## config.mk

```make
export PLATFORM = sky130hd
export DESIGN_NAME = irq_event_collector
export DESIGN_NICKNAME = d
export VERILOG_FILES = /design/src/rtl/irq_regs_pkg.sv /design/src/rtl/irq_addr_decode.sv /design/src/rtl/irq_flag_bit.sv /design/src/rtl/irq_event_collector.sv
export SDC_FILE = /design/constraint.sdc
export NUM_CORES = 1
export LEC_CHECK = 0
export ABC_CLOCK_PERIOD_IN_PS = 1800
export CELL_PAD_IN_SITES_DETAIL_PLACEMENT = 1
export CELL_PAD_IN_SITES_GLOBAL_PLACEMENT = 1
export CORE_AREA = 3 3 62 64
export DETAILED_ROUTE_END_ITERATION = 8
export DIE_AREA = 0 0 65 67
export DONT_BUFFER_PORTS = 1
export PLACE_DENSITY_LB_ADDON = 0.1
export SYNTH_ARGS = -nofsm -noshare
export SYNTH_HDL_FRONTEND = slang
export SYNTH_HIERARCHICAL = 1
export SYNTH_SLANG_ARGS = --single-unit
export TNS_END_PERCENT = 1
```

## constraint.sdc

```tcl
create_clock -name clk -period 1.8 [get_ports clk]
set_input_delay 0.09 -clock clk [delete_from_list [all_inputs] [get_ports clk]]
set_output_delay 0.09 -clock clk [all_outputs]
set_load 0.005 [all_outputs]
```

## src/rtl/irq_regs_pkg.sv

```systemverilog
package irq_regs_pkg;
    localparam logic [11:0] OFS_FLAGS   = 12'h010;
    localparam logic [11:0] OFS_MASK    = 12'h020;
    localparam logic [11:0] OFS_UNMASK  = 12'h024;
    localparam logic [11:0] OFS_REMASK  = 12'h028;

    typedef enum logic [2:0] {
        SEL_NONE,
        SEL_FLAGS,
        SEL_MASK,
        SEL_UNMASK,
        SEL_REMASK
    } reg_sel_e;
endpackage

```

## src/rtl/irq_addr_decode.sv

```systemverilog
module irq_addr_decode
    import irq_regs_pkg::*;
#(
    parameter int ADDR_W = 8
) (
    input  logic [ADDR_W-1:0] addr,
    output reg_sel_e          sel
);
    always_comb begin
        if (addr == ADDR_W'(OFS_FLAGS))       sel = SEL_FLAGS;
        else if (addr == ADDR_W'(OFS_MASK))   sel = SEL_MASK;
        else if (addr == ADDR_W'(OFS_UNMASK)) sel = SEL_UNMASK;
        else if (addr == ADDR_W'(OFS_REMASK)) sel = SEL_REMASK;
        else                                  sel = SEL_NONE;
    end
endmodule

```

## src/rtl/irq_flag_bit.sv

```systemverilog
module irq_flag_bit (
    input  logic clk,
    input  logic rst_n,
    input  logic evt,
    input  logic clr,
    input  logic unmask,
    input  logic remask,
    output logic flag_q,
    output logic open_q
);
    always_ff @(posedge clk or negedge rst_n) begin
        if (!rst_n) begin
            flag_q <= 1'b0;
            open_q <= 1'b0;
        end else begin
            flag_q <= (flag_q & ~clr) | evt;
            open_q <= (open_q | unmask) & ~remask;
        end
    end


    sticky_set_chk: assert property (@(posedge clk) disable iff (!rst_n)
        evt |=> flag_q);


    w1c_clear_chk: assert property (@(posedge clk) disable iff (!rst_n)
        (clr && !evt) |=> !flag_q);


    unmask_set_chk: assert property (@(posedge clk) disable iff (!rst_n)
        unmask |=> open_q);


    remask_clear_chk: assert property (@(posedge clk) disable iff (!rst_n)
        remask |=> !open_q);
endmodule

```

## src/rtl/irq_event_collector.sv

```systemverilog
module irq_event_collector
    import irq_regs_pkg::*;
#(
    parameter int NSRC   = 10,
    parameter int ADDR_W = 8,
    parameter int DATA_W = 32
) (
    input  logic              clk,
    input  logic              rst_n,
    input  logic [ADDR_W-1:0] bus_addr,
    input  logic              bus_wr,
    input  logic [DATA_W-1:0] bus_wdata,
    output logic [DATA_W-1:0] bus_rdata,
    input  logic [NSRC-1:0]   evt_pulse,
    output logic              irq_out
);
    localparam int PAD_W = DATA_W - NSRC;

    reg_sel_e        sel;
    logic [NSRC-1:0] wbits;
    logic [NSRC-1:0] flag_vec;
    logic [NSRC-1:0] open_vec;
    logic            wr_flags;
    logic            wr_unmask;
    logic            wr_remask;

    irq_addr_decode #(.ADDR_W(ADDR_W)) u_dec (
        .addr (bus_addr),
        .sel  (sel)
    );

    assign wbits     = bus_wdata[NSRC-1:0];
    assign wr_flags  = bus_wr && (sel == SEL_FLAGS);
    assign wr_unmask = bus_wr && (sel == SEL_UNMASK);
    assign wr_remask = bus_wr && (sel == SEL_REMASK);

    for (genvar i = 0; i < NSRC; i++) begin : g_src
        irq_flag_bit u_bit (
            .clk    (clk),
            .rst_n  (rst_n),
            .evt    (evt_pulse[i]),
            .clr    (wr_flags & wbits[i]),
            .unmask (wr_unmask & wbits[i]),
            .remask (wr_remask & wbits[i]),
            .flag_q (flag_vec[i]),
            .open_q (open_vec[i])
        );
    end

    always_comb begin
        unique case (sel)
            SEL_FLAGS: bus_rdata = {{PAD_W{1'b0}}, flag_vec};
            SEL_MASK:  bus_rdata = {{PAD_W{1'b0}}, open_vec};
            default:   bus_rdata = '0;
        endcase
    end

    assign irq_out = |(flag_vec & open_vec);


    mask_wr_ignored_chk: assert property (@(posedge clk) disable iff (!rst_n)
        (bus_wr && sel == SEL_MASK) |=> $stable(open_vec));


    irq_rise_cause_chk: assert property (@(posedge clk) disable iff (!rst_n)
        $rose(irq_out) |-> $past((|evt_pulse) || wr_unmask));
endmodule

```

==> impl_metrics.py <==
metrics = {
    "outcome": {
        "status": "finished clean",
    },
    "sta": {
        "fmax_mhz": 587.7,
        "setup_ws_ns": 0.09852,
        "drv_slew": 0,
        "setup_viol": 0,
        "maxSlewHeadroom": 0.3665,
        "clock_skew_ns": 0,
        "period_minus_slack_ns": 1.701,
        "hold_violations": 0,
        "min_period_over_period": 0.9453,
        "rsz0062_at_grt": "false",
        "tightestPinTransition_ns": 0.9471,
    },
    "logic_synthesis": {
        "synth_commonest_cells": "and2_1, buf_4, dfrtp_1, nor2_1",
        "synth_cells": 155,
        "ys_warn_count": 6,
        "synth-edff-count": 0,
        "synth-main-ff-cell": "dfrtp_1",
        "synth_seq_area_share": 0.3469,
        "ys_types": 26,
        "synth_top_area_cell": "dfrtp_1",
        "synth_most_common_cell": "and2_1",
        "syn_area_sq_um": 1443,
        "synthTopCellsByArea": "dfrtp_1, and2_1, buf_4",
        "syn_avg_cell_area_sq_um": 9.307,
        "async_flop_share": 1.000,
        "synth-seq-cells": 20,
        "yosys.area.top_type_share": 0.3469,
    },
    "clocking": {
        "clk_pin_slew_ns": 0.12,
        "numCtsBuffers": 3,
        "clk-insertion-delay-late_ns": 0.31,
        "root_buffer": "clkbuf_4",
        "clk_path_buf_depth": 2,
        "h-tree-depth": 1,
        "clock_sinks": 20,
        "tritoncts": "built",
    },
    "global_routing": {
        "busiest_layer": "met2",
        "grt_max_degree": 21,
        "grt.total_usage": 0.1664,
        "grt_use_met2": 0.2937,
        "gr-usage-met3": 0.04384,
        "antenna_found_initial": 0,
        "grt_pass1_vias": 1128,
        "met1_usage": 0.2006,
        "gr-total-overflow": 0,
        "grt_pass1_wl_um": 5506,
    },
    "critical_path": {
        "end_kind": "output pin",
        "rr_worst_depth": 1,
        "crit_start": "bus_addr[1]",
        "critical_path.top_delay_family": "simple AND/OR/NAND/NOR gates",
        "worstPathCellList": "or4_4 > a211oi_1 > buf_4 > buf_4 > and2b_4 > a22oi_2 > nor2_2",
        "r2r-end": "g_src[7].u_bit/flag_q",
        "crit_end": "bus_rdata[7]",
        "worstPathRequired_ns": 1.71,
        "worst_path_largest_cell_delay_ns": 0.55,
        "rr_startpoint": "g_src[7].u_bit/flag_q",
        "cp-start-kind": "input pin",
        "path_buf_inv": 2,
        "r2r_setup_slack_ns": 1.10,
        "critPathSlowestCell": "or4_4",
        "critPathArrivalTime_ns": 1.61,
        "crit_cells": 7,
        "worstSetupPathType": "input pin to output pin",
        "crit_fanout": 10,
        "crit_top_cell": "buf_4",
    },
    "routing": {
        "drtAntennaViolNets": 0,
        "wirelength_um": 3373,
        "drtIter0Drc": 27,
        "routedWlPerCell_um": 14.60,
        "vias": 1109,
        "vias_per_cell": 4.801,
        "drc_errors": 0,
        "drtPass1Iterations": 4,
    },
    "floorplanning": {
        "ios": 86,
        "core_area_sq_um": 3337,
        "core.rowCount": 21,
        "dieHeight_um": 67,
        "start_util": 0.4323,
        "die_x_um": 65,
        "die_area_sq_um": 4355,
    },
    "power_and_ir_drop": {
        "power_density_nw_per_um2": 462.3,
        "p_total_uw": 792.4,
        "worst_ir_drop_vdd_v": 0.0004712,
        "p_leak_nw": 0.7214,
    },
    "place": {
        "pre_cts_ws_ns": -0.1369,
        "port_buffers": 0,
        "post-dp-hpwl_um": 2433,
        "dp.cells": 203,
        "globalplace.congestion": 0.7244,
    },
    "job": {
        "maxCapViolations": 0,
    },
    "final_layout": {
        "n_antenna_cell": 0,
        "drive_gt1_frac": 0.2270,
        "area_growth_syn_to_layout_pct": 18.82,
        "layout.nets": 239,
        "stdcell_count": 231,
        "utilization": 0.5137,
    },
    "hold_path": {
        "hold_class": "input pin to flip-flop",
    },
}
[cell type report]
type,count,area (sq um)
well taps,46,57.56
inverters,10,37.54
repair buffers,31,285.3
clock buffers,4,36.28
flip-flops and latches,20,500.5
multi-input cells,120,797.0
fillers,407,1623
[power breakdown]
| group | total, mW | internal (mW) | leakage, nW | switching [mW] |
|---|---|---|---|---|
| Combinational | 0.0732 | 0.0392 | 0.473 | 0.0340 |
| Clock | 0.268 | 0.124 | 0.0210 | 0.145 |
| Sequential | 0.451 | 0.450 | 0.227 | 0.000808 |
[state kept, by name, indices dropped and copies added (netlist names)]
name	count
g_src.u_bit/flag_q	10
g_src.u_bit/open_q	10
[layout by cell type, fill, tap and decap left out, drive strengths merged, types with 4 or more instances in the layout]
cell type,instances
a21o,10
a22oi,13
and2,30
buf,10
clkbuf,4
conb,22
dfrtp,20
dlygate4sd3,21
inv,10
nor2,30
[per-layer routing]
| layer | vias to the layer above | share of wire |
|---|---|---|
| li1 | 526 | - |
| met1 | 545 | 0.41 |
| met2 | 33 | 0.52 |
| met4 | 0 | 0.0080 |
| met3 | 5 | 0.063 |
| met5 | - | 0 |
[repair_timing]
action / CTS / global route
hold buffers: 21 / 0
resized for setup: 1 / 0
setup buffers: 0 / 3
setup endpoints to repair: 10 / 1
pin swaps: 0 / 0
endpoints found under the hold margin: 40 / 0
[cells by family after synthesis]
logic type      synth area share
simple gates              0.3096
compound gates            0.1761
buf+inv                   0.1648
flops                     0.3469
other cells             0.002599
[worst min-delay path: stages]
cell and delay [ns]:
and2_1 0.10, nor2_1 0.04, nor2_1 0.07
[how the worst min path moves through the flow]
stage / startpoint / slack (ns) / end / cells past startpoint
floorplan: rst_n / -0.21 / g_src[0].u_bit/flag_q / 0
global placement: rst_n / -0.21 / g_src[9].u_bit/open_q / 0
detailed placement: rst_n / -0.21 / g_src[9].u_bit/flag_q / 0
CTS: bus_wdata[9] / 0.02 / g_src[9].u_bit/open_q / 3
global route: bus_wdata[2] / 0.03 / g_src[2].u_bit/open_q / 3
finish: bus_wdata[2] / 0.02 / g_src[2].u_bit/open_q / 3
[per-stage QoR]
step	cell area, sq um	setup TNS (ns)	hold WS (ns)
after floorplan	1521	0	-0.2056
after detailed placement	1440	-1.840	-0.2051
after global routing	1714	0	0.02683
after global placement	1440	-1.369	-0.2051
after CTS	1692	0	0.01566
final	1714	0	0.02006
Note: power is estimated with default switching activity, not from simulation.
